--- src/rtl/wclk_pkg.sv ---
package wclk_pkg;
    localparam int unsigned DATA_W = 32;

    localparam logic [11:0] OFF_LOW    = 12'h1F0;
    localparam logic [11:0] OFF_HIGH   = 12'h1F4;
    localparam logic [11:0] OFF_SHADOW = 12'h1F8;
    localparam logic [11:0] OFF_CFG    = 12'h024;

    typedef enum logic {
        ST_IDLE = 1'b0,
        ST_RESP = 1'b1
    } rsp_state_e;
endpackage

--- src/rtl/wclk_counter.sv ---
module wclk_counter #(
    parameter int unsigned        CNT_W       = 64,
    parameter int unsigned        WORD_W      = 32,
    parameter logic [CNT_W-1:0]   START_VALUE = '0
) (
    input  logic             clk,
    input  logic             rst_n,
    input  logic             en,
    output logic [CNT_W-1:0] cnt
);
    localparam int unsigned NW = CNT_W / WORD_W;

    // carry[i] = increment request into word i
    logic [NW-1:0] carry;
    assign carry[0] = en;

    for (genvar gi = 0; gi < NW; gi++) begin : g_w
        logic [WORD_W-1:0] w_q;

        always_ff @(posedge clk) begin
            if (!rst_n)
                w_q <= START_VALUE[gi*WORD_W +: WORD_W];
            else if (carry[gi])
                w_q <= w_q + 1'b1;
        end

        assign cnt[gi*WORD_W +: WORD_W] = w_q;

        if (gi < NW - 1) begin : g_c
            assign carry[gi+1] = carry[gi] & (&w_q);
        end
    end

    AST_COUNT_STEP: assert property (@(posedge clk) disable iff (!rst_n)
        en |=> cnt == $past(cnt) + 1'b1);
    AST_COUNT_HOLD: assert property (@(posedge clk) disable iff (!rst_n)
        !en |=> $stable(cnt));
    AST_CARRY_SAME_EDGE: assert property (@(posedge clk) disable iff (!rst_n)
        (en && (&cnt[WORD_W-1:0])) |=>
            (cnt[2*WORD_W-1:WORD_W] == $past(cnt[2*WORD_W-1:WORD_W]) + 1'b1));
endmodule

--- src/rtl/wclk_regbank.sv ---
module wclk_regbank
    import wclk_pkg::*;
#(
    parameter int unsigned      CNT_W     = 64,
    parameter int unsigned      ADDR_W    = 12,
    parameter logic [DATA_W-1:0] CFG_RESET = 32'h1
) (
    input  logic              clk,
    input  logic              rst_n,
    input  logic              req_valid,
    input  logic              req_write,
    input  logic [ADDR_W-1:0] req_addr,
    input  logic [DATA_W-1:0] req_wdata,
    input  logic [CNT_W-1:0]  cnt,
    output logic              count_en,
    output logic [DATA_W-1:0] rd_data
);
    logic [DATA_W-1:0] shadow_q;
    logic [DATA_W-1:0] cfg_q;
    logic              rd_low;
    logic              wr_cfg;

    assign rd_low = req_valid && !req_write && (req_addr == ADDR_W'(OFF_LOW));
    assign wr_cfg = req_valid &&  req_write && (req_addr == ADDR_W'(OFF_CFG));

    always_ff @(posedge clk) begin
        if (!rst_n)
            shadow_q <= '0;
        else if (rd_low)
            shadow_q <= cnt[2*DATA_W-1:DATA_W];
    end

    always_ff @(posedge clk) begin
        if (!rst_n)
            cfg_q <= CFG_RESET;
        else if (wr_cfg)
            cfg_q <= req_wdata;
    end

    assign count_en = cfg_q[0];

    always_comb begin
        rd_data = '0;
        if (req_valid && !req_write) begin
            case (req_addr)
                ADDR_W'(OFF_LOW):    rd_data = cnt[DATA_W-1:0];
                ADDR_W'(OFF_HIGH):   rd_data = cnt[2*DATA_W-1:DATA_W];
                ADDR_W'(OFF_SHADOW): rd_data = shadow_q;
                ADDR_W'(OFF_CFG):    rd_data = cfg_q;
                default:             rd_data = '0;
            endcase
        end
    end

    AST_SHADOW_MATCH: assert property (@(posedge clk) disable iff (!rst_n)
        rd_low |=> shadow_q == $past(cnt[2*DATA_W-1:DATA_W]));
    AST_SHADOW_HOLD: assert property (@(posedge clk) disable iff (!rst_n)
        !rd_low |=> $stable(shadow_q));
    AST_CFG_STORE: assert property (@(posedge clk) disable iff (!rst_n)
        wr_cfg |=> cfg_q == $past(req_wdata));
endmodule

--- src/rtl/wclk_top.sv ---
module wclk_top
    import wclk_pkg::*;
#(
    parameter int unsigned      CNT_W       = 64,
    parameter int unsigned      ADDR_W      = 12,
    parameter logic [CNT_W-1:0] START_VALUE = '0
) (
    input  logic              clk,
    input  logic              rst_n,
    input  logic              req_valid,
    input  logic              req_write,
    input  logic [ADDR_W-1:0] req_addr,
    input  logic [31:0]       req_wdata,
    output logic              rsp_valid,
    output logic [31:0]       rsp_rdata
);
    logic [CNT_W-1:0]  cnt;
    logic              count_en;
    logic [DATA_W-1:0] rd_data;
    rsp_state_e        state_q, state_d;

    wclk_counter #(
        .CNT_W      (CNT_W),
        .WORD_W     (DATA_W),
        .START_VALUE(START_VALUE)
    ) u_counter (
        .clk  (clk),
        .rst_n(rst_n),
        .en   (count_en),
        .cnt  (cnt)
    );

    wclk_regbank #(
        .CNT_W (CNT_W),
        .ADDR_W(ADDR_W)
    ) u_regbank (
        .clk      (clk),
        .rst_n    (rst_n),
        .req_valid(req_valid),
        .req_write(req_write),
        .req_addr (req_addr),
        .req_wdata(req_wdata),
        .cnt      (cnt),
        .count_en (count_en),
        .rd_data  (rd_data)
    );

    // T_ACCEPT: IDLE->RESP, T_CHAIN: RESP->RESP, T_DRAIN: RESP->IDLE
    always_comb begin
        state_d = state_q;
        unique case (state_q)
            ST_IDLE: if (req_valid) state_d = ST_RESP;
            ST_RESP: state_d = req_valid ? ST_RESP : ST_IDLE;
        endcase
    end

    always_ff @(posedge clk) begin
        if (!rst_n) state_q <= ST_IDLE;
        else        state_q <= state_d;
    end

    always_ff @(posedge clk) begin
        if (!rst_n)
            rsp_rdata <= '0;
        else if (req_valid)
            rsp_rdata <= rd_data;
    end

    assign rsp_valid = (state_q == ST_RESP);

    AST_RESP_FOLLOWS: assert property (@(posedge clk) disable iff (!rst_n)
        req_valid |=> rsp_valid);
    AST_NO_SPURIOUS_RESP: assert property (@(posedge clk) disable iff (!rst_n)
        !req_valid |=> !rsp_valid);
endmodule

--- config.mk ---
export PLATFORM = sky130hd
export DESIGN_NAME = wclk_top
export DESIGN_NICKNAME = d
export VERILOG_FILES = /design/src/rtl/wclk_pkg.sv /design/src/rtl/wclk_counter.sv /design/src/rtl/wclk_regbank.sv /design/src/rtl/wclk_top.sv
export SDC_FILE = /design/constraint.sdc
export NUM_CORES = 1
export LEC_CHECK = 0
export BUFFER_PORTS_ARGS = -buffer_cell sky130_fd_sc_hd__buf_2
export CAP_MARGIN = 25
export CORE_MARGIN = 4
export CORE_UTILIZATION = 50
export CTS_CLUSTER_SIZE = 30
export DETAILED_ROUTE_END_ITERATION = 7
export HOLD_SLACK_MARGIN = 0.03
export PLACE_DENSITY_LB_ADDON = 0.25
export SLEW_MARGIN = 25
export SYNTH_ARGS = -nofsm -noshare
export SYNTH_HDL_FRONTEND = slang
export SYNTH_SLANG_ARGS = --single-unit
--- constraint.sdc ---
create_clock -name clk -period 2.83 [get_ports clk]
set_clock_uncertainty 0.1 [all_clocks]
set_input_delay 0.283 -clock clk [delete_from_list [all_inputs] [get_ports clk]]
set_output_delay 0.283 -clock clk [all_outputs]
set_load 0.01 [all_outputs]
# Yosys cells after proc, flatten, opt, wreduce, memory -nomap -nowiden
# Index checks and enable logic that the tools add are counted.
# classes
n_addsub	2
eq_ne	4
mux	3
bitwise_logic	1
n_reduce_logical	6
# ops
op	n
case mux 32 bit (4 select lines)	1
adder 32 x 1 -> 32 bit (second input constant)	2
equality test 12 x 9 -> 1 bit (second input constant)	3
2-to-1 mux 32 bit	1
AND reduction 32 bit	1
equality test 12 x 6 -> 1 bit (second input constant)	1
logical AND 1 bit	4
AND 1 bit	1
logical NOT 1 bit	1
2-to-1 mux 1 bit	1
# word_totals
reg_bits	161
inputBits	48
out_inout_bits	33
elab_cells	22

# Logic depth before layout (Yosys ltp)
# Gate-level depths: netlist of the first run.
# depth
ltp_word	3
depth_mapped	9
depth_no_buf	6

# By module
# A second synthesis of the first run with hierarchy kept.
# unflattened
cells_unflattened	866
area_unflattened_um2	7746.2
# by_module_without_submodules
module	n_inst	cells_each	area_each_um2	seq_area_each_um2
wclk_regbank	1	405	3504.6	1281.2
wclk_counter	1	356	2971.6	1281.2
wclk_top	1	105	1270.0	660.6

# Worst setup path after synthesis of the first run
# No wires, ideal clock.
# synth_path
path_kind	register -> register
start	register u_regbank.cfg_q[0]
end	register u_counter.g_w[0].w_q[13]
setup_time_ns	0.115
t_arrival_ns	1.809
t_required_ns	2.615
setup_slack_ns	0.806
stages_incl_launch_ff	7
n_path_buf	1
cell_sequence	dfxtp_1 > clkbuf_1 > and3_1 > nor4b_2 > nand4_1 > and2_1 > o21a_1
# synth_lines
item	line_no	source
start: declaration	wclk_regbank.sv:19	logic [DATA_W-1:0] cfg_q;
start signal: assignment	wclk_regbank.sv:37	cfg_q <= req_wdata;
end signal: assignment	wclk_counter.sv:22	w_q <= START_VALUE[gi*WORD_W +: WORD_W];
end signal: assignment	wclk_counter.sv:24	w_q <= w_q + 1'b1;
end: declaration	wclk_counter.sv:18	logic [WORD_W-1:0] w_q;

# Final worst setup path of the first run
# layout_path
start	register u_counter.g_w[0].w_q[24]
end	register u_counter.g_w[1].w_q[19]
# layout_between
elab_chain_cells	2
# layout_lines
item	line_no	source
AND reduction 32 bit	wclk_counter.sv:30	assign carry[gi+1] = carry[gi] & (&w_q);
AND 1 bit	wclk_counter.sv:30	
end signal: assignment	wclk_counter.sv:22	
end signal: assignment	wclk_counter.sv:24	
end: declaration	wclk_counter.sv:18	
# No other way between the ends.
# A chain may end at the register's enable or synchronous reset.

==> reports/metrics.cfg, run 1 <==
[status]
status = completed

[synth]
synth_xor_area_share_pct = 3.62
synth-seq-cells = 161
synth_top_family_by_area = simple AND/OR/NAND/NOR gates
yosysTopAreaCell = dfxtp_1
syn_area_sq_um = 7010
ys.flop_type = dfxtp_1
yosys.area_share.adder_pct = 0.357
synth_area_leaders = dfxtp_1, nand2_1, a21oi_1, nor2_1, a221oi_1
synth_enable_flop_cells = 0
synthCells = 878
ys_types = 40
yosys.area_share.simple_pct = 26.2
synth_top_area_share_pct = 46.0
seq_area_frac_synth_pct = 46.0
synthMuxAreaShare_pct = 0.303
syn_nets = 928
synth_compound_area_share_pct = 19.5
yosys_warnings = 0
avgSynthCellArea_sq_um = 7.99
synthArstFlopShare_pct = 0

[worst_setup_path]
critical_path.max_fanout = 19
rrSetupSlack_ps = 350
required_ps = 3090
crit_type = reg -> reg
rr_startpoint = u_counter.g_w[0].w_q[24]
crit_path_start_kind = register
reg2reg_depth = 5
r2r_end = u_counter.g_w[1].w_q[19]
cp-end-kind = register
cp_data_arrival_time_ps = 2740

[floorplan]
die_w_um = 126
die_y_um = 126
start_util_pct = 50.7
ios = 81
core.rowCount = 43
die_area_sq_um = 16000
placeableCoreArea_sq_um = 13800

[detailed_routing]
viasPerCell = 5.69
drc_errors = 0
firstDrtPassIters = 5
drt_iter0_drc = 639
ant_nets = 0
routed_wl_um = 19200
wl_per_cell_um = 16.5
vias = 6654

[pwr]
peakVddDrop_mv = 0.458
powerDensity_nw_per_um2 = 559
power_leakage_nw = 2.90

[layout]
post-route-util_pct = 62.0
drive_gt1_share_pct = 15.7
final_common_cell = nand2_1
area_delta_synth_final_pct = 22.3
final_cell_mix = nand2_1, dfxtp_1, a21oi_1, buf_2, nor2_1
diodes = 0
finalNetCount = 1026
instances_no_fill = 1169

[timing]
final_max_slew_viol_count = 0
fin_setup_tns_ps = 0
hold_viol = 0
rsz0062_at_grt = no
maxSlewHeadroom_pct = 52.1
post-route-period-util_pct = 87.7
fmax_mhz = 403
tightestPinTransition_ps = 719
period_needed_ps = 2480
final-setup-viol-count = 0

[clocking]
clock_path_buffers = 2
clock_sinks = 161
cts_buffers = 17
clkTransAtPathRegs_ps = 60
cts_root_buf = clkbuf_16
clk_latency_ps = 430
htreeDepth = 4
tritoncts = done
cts-resized-gates = 0

[grt]
met2_usage_pct = 40.6
grt_pass1_vias = 6188
gr-usage-met3_pct = 5.43
grt_overflow_total = 0
grt_max_degree = 100
grt_use_met1_pct = 31.7
grt_pass1_wl_um = 31400
grt_antenna_before_repair = 0
grt_busiest_layer = met2
grt_usage_pct = 24.2

[hold_path]
hold_depth = 2
min_from = req_valid
holdPathEnd = rsp_valid
worstHoldPathType = in -> reg

[placement]
gp_congestion = 0.814
port_buffers = 80
dpl.cell_count = 1105
dpl.hpwl_um = 12500

[job]
drv_cap = 0

## layout make-up
class / instances / area [sq um]
fillers: 1233 / 5250
multi-input cells: 644 / 3520
flip-flops and latches: 161 / 3220
repair buffers: 139 / 948
clock buffers: 17 / 425
well taps: 180 / 225
clock inverters: 15 / 185
inverters: 13 / 50.0
## how the worst max path moves through the flow
| stage | start | to | slack, ps | depth (start not counted) |
|---|---|---|---|---|
| 6_report | u_counter.g_w[0].w_q[24] | u_counter.g_w[1].w_q[19] | 350 | 5 |
| 5_1_grt | u_counter.g_w[0].w_q[24] | u_counter.g_w[1].w_q[29] | 130 | 5 |
| 4_1_cts | u_counter.g_w[0].w_q[24] | u_counter.g_w[1].w_q[19] | 360 | 5 |
| 3_5_place_dp | u_counter.g_w[0].w_q[24] | u_counter.g_w[1].w_q[19] | 390 | 5 |
| 3_3_place_gp | u_counter.g_w[0].w_q[24] | u_counter.g_w[1].w_q[31] | 470 | 5 |
| 2_1_floorplan | u_regbank.cfg_q[0] | u_counter.g_w[0].w_q[13] | 810 | 6 |
## timing repair
action | in CTS | in global routing
hold buffers | 32 | 0
hold endpoints to repair | 32 | 0
buffers inserted | 0 | 0
## kinds of logic after synthesis
kind of cell             count (synthesis)
XOR/XNOR                                29
multiplexers                             2
adder cells (fa/ha/maj)                  2
AND/OR/NAND/NOR                        385
AO/OA/AOI/OAI                          226
buffers and inverters                   73
flip-flops                             161
## flip-flops by register name (all words and copies together), names as in the netlist
register / flops
u_regbank.cfg_q: 32
rsp_rdata: 32
u_regbank.shadow_q: 32
u_counter.g_w.w_q: 64
rsp_valid: 1
## through the flow
step | total power, W | hold slack, ps | setup slack (ps) | instance area (sq um)
global route | 0.00491 | 34.9 | 126 | 8580
detailed placement | 0.00245 | 338 | 386 | 7650
CTS | 0.00482 | 32.3 | 362 | 8580
floorplan | 0.00238 | 255 | 806 | 7010
finish | 0.00479 | 42.9 | 348 | 8580
global placement | 0.00245 | 328 | 467 | 7650
## synthesized netlist by cell type, types with 2 or more instances
master and count:
nand2_1 188, dfxtp_1 161, a21oi_1 96, nor2_1 75, clkbuf_1 51, o21ai_0 50
a22oi_1 32, a221oi_1 31, nand3_1 23, nand4_1 21, xor2_1 21, or3_1 18
or4_1 15, o31ai_1 14, inv_1 12, and3_1 9, buf_2 9, xnor2_1 8
and2_1 6, nor3_1 6, and4_1 5, nand4_2 4, ha_1 2, nand3b_1 2
nor4_1 2, nor4_2 2, nor4b_1 2
## worst max-delay path, cell delays in order, from the launching register on
cell and delay, ps:
dfxtp_1 450, nand4_2 210, nor4_4 490, nand4_2 460, or4_1 540, a21oi_1 160
## report_power, final
part,switching [W],leakage (nW),internal (W),total [W]
registers,0.00000814,1.30,0.00227,0.00228
clock network,0.000968,0.270,0.00139,0.00236
logic,0.0000807,1.34,0.0000707,0.000151
## layer usage
| layer | part of all wire (%) | vias to the layer above |
|---|---|---|
| li1 | - | 3317 |
| met1 | 44 | 3088 |
| met2 | 47 | 228 |
| met3 | 7.1 | 21 |
| met4 | 1.4 | 0 |
| met5 | 0 | - |
Power figures use the tool's default switching activity.
==> run 2: changes to the inputs <==
--- a/config.mk
+++ b/config.mk
@@ -5,10 +5,13 @@
 export SDC_FILE = /design/constraint.sdc
 export NUM_CORES = 1
 export LEC_CHECK = 0
+export ABC_AREA = 0
 export BUFFER_PORTS_ARGS = -buffer_cell sky130_fd_sc_hd__buf_2
 export CAP_MARGIN = 25
+export CELL_PAD_IN_SITES_DETAIL_PLACEMENT = 0
+export CELL_PAD_IN_SITES_GLOBAL_PLACEMENT = 1
 export CORE_MARGIN = 4
-export CORE_UTILIZATION = 50
+export CORE_UTILIZATION = 43
 export CTS_CLUSTER_SIZE = 30
 export DETAILED_ROUTE_END_ITERATION = 7
 export HOLD_SLACK_MARGIN = 0.03
==> run 2 against run 1 <==
Against the previous run: cell count rose by 2.8%; die area rose by 15%; core utilization down 8.2 points; highest routed layer unchanged.
==> reports/metrics.cfg, run 2 (synthesis gave the netlist of run 1 again) <==
[status]
status = completed  ; unchanged

[timing]
post-route-period-util_pct = 86.1  ; was 87.7%
final-setup-viol-count = 0  ; unchanged
maxSlewHeadroom_pct = 52.0  ; was 52.1%
tightestPinTransition_ps = 720  ; was 719 ps
whs_ps = 47.0  ; was 42.9 ps
final_max_slew_viol_count = 0  ; unchanged
fin_setup_tns_ps = 0  ; unchanged
rsz0062_at_grt = no  ; unchanged
fmax_mhz = 410  ; was 403 MHz
hold_viol = 0  ; unchanged
period_needed_ps = 2440  ; was 2480 ps

[placement]
dpl.hpwl_um = 13000  ; was 12500 um
port_buffers = 80  ; unchanged
gp_congestion = 0.850  ; was 0.814
dpl.cell_count = 1139  ; was 1105

[clocking]
cts-resized-gates = 0  ; unchanged
clk_latency_ps = 430  ; about the same
cts_root_buf = clkbuf_16  ; unchanged
htreeDepth = 4  ; unchanged
tritoncts = done  ; unchanged
clock_path_buffers = 2  ; unchanged
clkTransAtPathRegs_ps = 70  ; was 60 ps
cts_buffers = 17  ; unchanged
clock_sinks = 161  ; unchanged
post_cts.repair.setup_buffers = 0  ; unchanged

[worst_setup_path]
crit_path_start_kind = register  ; unchanged
path_cells = ha_1, inv_1, nor3_4, nand4_1, or4_1, a21oi_1  ; was nand4_2, nor4_4, nand4_2, or4_1, a21oi_1
critical_path.max_fanout = 8  ; was 19
cpPeakStageDelay_ps = 520  ; was 540 ps
crit_type = reg -> reg  ; unchanged
cp-end-kind = register  ; unchanged
crit_path_top_delay_cell = or4_1  ; unchanged
cp_data_arrival_time_ps = 2700  ; was 2740 ps
required_ps = 3090  ; about the same

[detailed_routing]
drc_errors = 0  ; unchanged
vias = 6629  ; was 6654
viasPerCell = 5.51  ; was 5.69
routed_wl_um = 20500  ; was 19200 um
drt_iter0_drc = 419  ; was 639
ant_nets = 0  ; unchanged
wl_per_cell_um = 17.0  ; was 16.5 um
firstDrtPassIters = 5  ; unchanged

[pwr]
powerDensity_nw_per_um2 = 556  ; was 559 nW/um^2
power_leakage_nw = 2.90  ; about the same
peakVddDrop_mv = 0.448  ; was 0.458 mV

[floorplan]
die_w_um = 136  ; was 126 um
ios = 81  ; unchanged
die_area_sq_um = 18400  ; was 16000 sq um
die_y_um = 136  ; was 126 um
start_util_pct = 44.0  ; was 50.7%
core.rowCount = 46  ; was 43
placeableCoreArea_sq_um = 15900  ; was 13800 sq um

[layout]
area_delta_synth_final_pct = 22.4  ; was 22.3%
final_common_cell = nand2_1  ; unchanged
top_register = u_counter.g_w.w_q  ; unchanged
diodes = 0  ; unchanged
instances_no_fill = 1202  ; was 1169
drive_gt1_share_pct = 15.2  ; was 15.7%
finalNetCount = 1024  ; was 1026
largest_reg_flops = 64  ; unchanged
final_cell_mix = nand2_1, dfxtp_1, a21oi_1, buf_2, nor2_1  ; unchanged

[grt]
grt_pass1_wl_um = 32100  ; was 31400 um
grt_max_degree = 109  ; was 100
grt_overflow_total = 0  ; unchanged
grt_pass1_vias = 6066  ; was 6188
grt_usage_pct = 22.4  ; was 24.2%
grt_antenna_before_repair = 0  ; unchanged

[hold_path]
worstHoldPathType = in -> reg  ; unchanged

[job]
drv_cap = 0  ; unchanged

## run 2: changes by cell type in the layout (fill, tap and decap cells not counted), sizes merged
cell / delta
clkinv: +1
clkbuf: +4
inv: -2
clkinvlp: -4
buf: -2
## run 2: power breakdown
part           internal (W)  switching, W  leakage, nW  total (W)
clock               0.00142      0.000914        0.281    0.00234
sequential          0.00227    0.00000813         1.30    0.00228
combinational     0.0000691     0.0000811         1.32   0.000150
total               0.00376       0.00100         2.90    0.00477
## run 2: timing repair
item,4_1_cts,5_1_grt
endpoints found under the setup margin,0,0
hold buffers,32,0
hold endpoints to repair,32,0
## run 2: layout make-up
cell class / count / area, sq um
Clock buffer: 21 / 460
Clock inverter: 10 / 135
Fill cell: 1592 / 7360
Inverter: 13 / 50.0
Multi-Input combinational cell: 644 / 3520
Sequential cell: 161 / 3220
Tap cell: 216 / 270
Timing Repair Buffer: 137 / 921
## run 2: metal layers
| layer | GRT usage (%) | wire length (um) | up-vias |
|---|---|---|---|
| li1 | - | - | 3314 |
| met1 | 28.7 | 9130 | 3118 |
| met2 | 38.2 | 10000 | 170 |
| met3 | 4.23 | 1020 | 27 |
| met4 | 7.22 | 293 | 0 |
| met5 | 0 | 0 | - |
## run 2: stage by stage
stage	utilization, %	total power, W	cell area [sq um]	setup WS, ps
floorplan	-	0.00238	7010	806
global placement	48.1	0.00245	7660	474
detailed placement	48.1	0.00245	7660	438
CTS	53.8	0.00481	8580	425
global route	53.8	0.00491	8580	205
finish	53.8	0.00477	8580	393
## run 2: final timing paths
kind	startpoint	endpoint	slack (ps)	depth (start not counted)
max	u_counter.g_w[0].w_q[0]	u_counter.g_w[1].w_q[14]	390	6
min	req_valid	rsp_valid	50	2
max reg2reg	u_counter.g_w[0].w_q[0]	u_counter.g_w[1].w_q[14]	390	6
min reg2reg	rsp_rdata[28]	rsp_rdata[28]	350	2
## run 2: critical path: cells and delay by family (launching register included)
family	cells	cell delay, ps
simple gates	3	1270
flops	1	430
fa+ha+maj	1	310
compound gates	1	140
buf+inv	1	100
==> run 3: changes to the inputs <==
--- a/config.mk
+++ b/config.mk
@@ -11,7 +11,7 @@
 export CELL_PAD_IN_SITES_DETAIL_PLACEMENT = 0
 export CELL_PAD_IN_SITES_GLOBAL_PLACEMENT = 1
 export CORE_MARGIN = 4
-export CORE_UTILIZATION = 43
+export CORE_UTILIZATION = 39
 export CTS_CLUSTER_SIZE = 30
 export DETAILED_ROUTE_END_ITERATION = 7
 export HOLD_SLACK_MARGIN = 0.03
==> constraint.sdc (replaced) <==
create_clock -name clk -period 2.15 [get_ports clk]
set_clock_uncertainty 0.1 [all_clocks]
set_input_delay 0.215 -clock clk [delete_from_list [all_inputs] [get_ports clk]]
set_output_delay 0.215 -clock clk [all_outputs]
set_load 0.01 [all_outputs]
==> run 3 against run 2 <==
Against the previous run: critical path depth rose by 1; via count rose by 5.1%; largest power group unchanged; register-to-register slack got worse by 340 ps; hold slack improved by 38 ps; die area rose by 9.6%; highest routed layer unchanged; count of clock-buffer cells in the layout rose by 3; critical path type unchanged; critical endpoint is now u_counter.g_w[1].w_q[26].
==> reports/metrics.cfg, run 3 (synthesis gave the netlist of run 1 again) <==
[layout]
largest_reg_flops = 64  ; unchanged
post-route-util_pct = 53.2  ; was 53.8%
top_register = u_counter.g_w.w_q  ; unchanged
diodes = 0  ; unchanged
final_common_cell = nand2_1  ; unchanged
area_delta_synth_final_pct = 32.7  ; was 22.4%
finalNetCount = 1098  ; was 1024
nFillCells = 1677  ; was 1592
drive_gt1_share_pct = 21.4  ; was 15.2%
final_cell_mix = nand2_1, dfxtp_1, a21oi_1, buf_4, buf_2  ; was nand2_1, dfxtp_1, a21oi_1, buf_2, nor2_1

[placement]
dp_slack_ps = 88.7  ; was 438 ps
gp_congestion = 0.803  ; was 0.850
dpl.hpwl_um = 14900  ; was 13000 um
port_buffers = 80  ; unchanged

[clocking]
clock_sinks = 161  ; unchanged
clk_latency_ps = 430  ; about the same
clock_path_buffers = 2  ; unchanged
htreeDepth = 4  ; unchanged
tritoncts = done  ; unchanged
cts_buffers = 17  ; unchanged
cts_root_buf = clkbuf_16  ; unchanged
clkTransAtPathRegs_ps = 60  ; was 70 ps

[detailed_routing]
firstDrtPassIters = 5  ; unchanged
drt_iter0_drc = 519  ; was 419
drc_errors = 0  ; unchanged
vias = 6967  ; was 6629
ant_nets = 0  ; unchanged
wl_per_cell_um = 17.2  ; was 17.0 um
viasPerCell = 5.43  ; was 5.51
routed_wl_um = 22100  ; was 20500 um

[floorplan]
start_util_pct = 40.1  ; was 44.0%
die_w_um = 142  ; was 136 um
die_area_sq_um = 20200  ; was 18400 sq um
core.rowCount = 48  ; was 46
ios = 81  ; unchanged
placeableCoreArea_sq_um = 17500  ; was 15900 sq um
die_y_um = 142  ; was 136 um

[worst_setup_path]
cp_data_arrival_time_ps = 2350  ; was 2700 ps
cp-end-kind = register  ; unchanged
critical_path.max_fanout = 15  ; was 8
required_ps = 2410  ; was 3090 ps
path_cells = nand4_2, nor4_4, buf_4, nand4_1, buf_6, or4_1, a21oi_2  ; was ha_1, inv_1, nor3_4, nand4_1, or4_1, a21oi_1
cpPeakStageDelay_ps = 490  ; was 520 ps
crit_path_top_delay_cell = or4_1  ; unchanged
cp_top_family = simple AND/OR/NAND/NOR gates  ; unchanged
crit_buf_inv = 2  ; was 1
crit_path_start_kind = register  ; unchanged
crit_type = reg -> reg  ; unchanged

[timing]
hold_viol = 0  ; unchanged
final-setup-viol-count = 0  ; unchanged
rsz0062_at_grt = yes  ; was no
post-route-period-util_pct = 97.5  ; was 86.1%
final_max_slew_viol_count = 0  ; unchanged
whs_ps = 85.5  ; was 47.0 ps
period_needed_ps = 2100  ; was 2440 ps
maxSlewHeadroom_pct = 73.0  ; was 52.0%
tightestPinTransition_ps = 405  ; was 720 ps
fin_setup_tns_ps = 0  ; unchanged
finalWorstSetupSlack_ps = 53.9  ; was 393 ps
fmax_mhz = 477  ; was 410 MHz

[pwr]
finalPower_w = 0.00639  ; was 0.00477 W
p_comb_share_pct = 3.8  ; was 3.1%
intPower_w = 0.00509  ; was 0.00376 W
sequentialPowerShare_pct = 46.9  ; was 47.8%
p_sw_w = 0.00129  ; was 0.00100 W
power_leakage_nw = 3.36  ; was 2.90 nW
p_clk_share_pct = 49.3  ; was 49.0%
powerDensity_nw_per_um2 = 686  ; was 556 nW/um^2
switching_share_pct = 20.2  ; was 21.0%
peakVddDrop_mv = 0.606  ; was 0.448 mV

[grt]
grt_max_degree = 65  ; was 109
grt_usage_pct = 22.0  ; was 22.4%
grt_overflow_total = 0  ; unchanged
grt_antenna_before_repair = 0  ; unchanged
grt_pass1_vias = 6441  ; was 6066
grt_pass1_wl_um = 35200  ; was 32100 um

[status]
status = completed  ; unchanged

[hold_path]
worstHoldPathType = in -> reg  ; unchanged

[job]
drv_cap = 0  ; unchanged

run 3: changes by cell type in the layout (fill, tap and decap cells not counted), sizes merged:
cell,before,now
clkbuf,21,24
buf,105,179
bufinv,3,4
clkinvlp,4,0
clkinv,4,3
run 3: stage by stage:
stage,std cells,area [sq um]
CTS,1281,9240
finish,1284,9310
detailed placement,1219,8320
floorplan,878,7010
global route,1284,9310
global placement,1219,8320
run 3: area by class of cell:
class,count,area [sq um],share of cell area (%)
clock buffer,24,472,5.07
inverter,13,50.0,0.538
timing repair buffer,211,1600,17.2
multi-input combinational,644,3550,38.1
tap,225,282,3.03
sequential,161,3230,34.7
clock inverter,6,130,1.40
run 3: power by group through the flow:
stage	registers [W]	logic (W)	clock network, W
3_5_place_dp	0.00306	0.000193	0
3_3_place_gp	0.00306	0.000193	0
4_1_cts	0.00299	0.000238	0.00320
2_1_floorplan	0.00306	0.0000744	0
5_1_grt	0.00299	0.000260	0.00333
6_report	0.00300	0.000240	0.00315
run 3: routing by layer:
layer / GRT usage (%) / wire, um / vias up
met5: 0 / 0 / -
met1: 32.0 / 10700 / 3317
met3: 3.80 / 1140 / 17
li1: - / - / 3443
met4: 5.71 / 232 / 0
met2: 34.0 / 10100 / 190
run 3: path summary, 6_finish.rpt:
check	from	end	slack, ps	depth (start not counted)
worst max-delay path	u_counter.g_w[0].w_q[27]	u_counter.g_w[1].w_q[26]	50	7
worst min-delay path	rst_n	u_regbank.cfg_q[0]	90	3
worst max register to register	u_counter.g_w[0].w_q[27]	u_counter.g_w[1].w_q[26]	50	7
worst min register to register	rsp_rdata[6]	rsp_rdata[6]	350	2
run 3: timing repair:
item,in CTS,in global routing
endpoints found under the hold margin,32,0
hold buffers,32,0
endpoints found under the setup margin,0,14
resized for setup,0,10
setup buffers,0,3
run 3: worst reg2reg max path, cell delays in order, from the launching register on:
cell	delay, ps
dfxtp_1	340
nand4_2	150
nor4_4	300
buf_4	200
nand4_1	130
buf_6	180
or4_1	490
a21oi_2	140
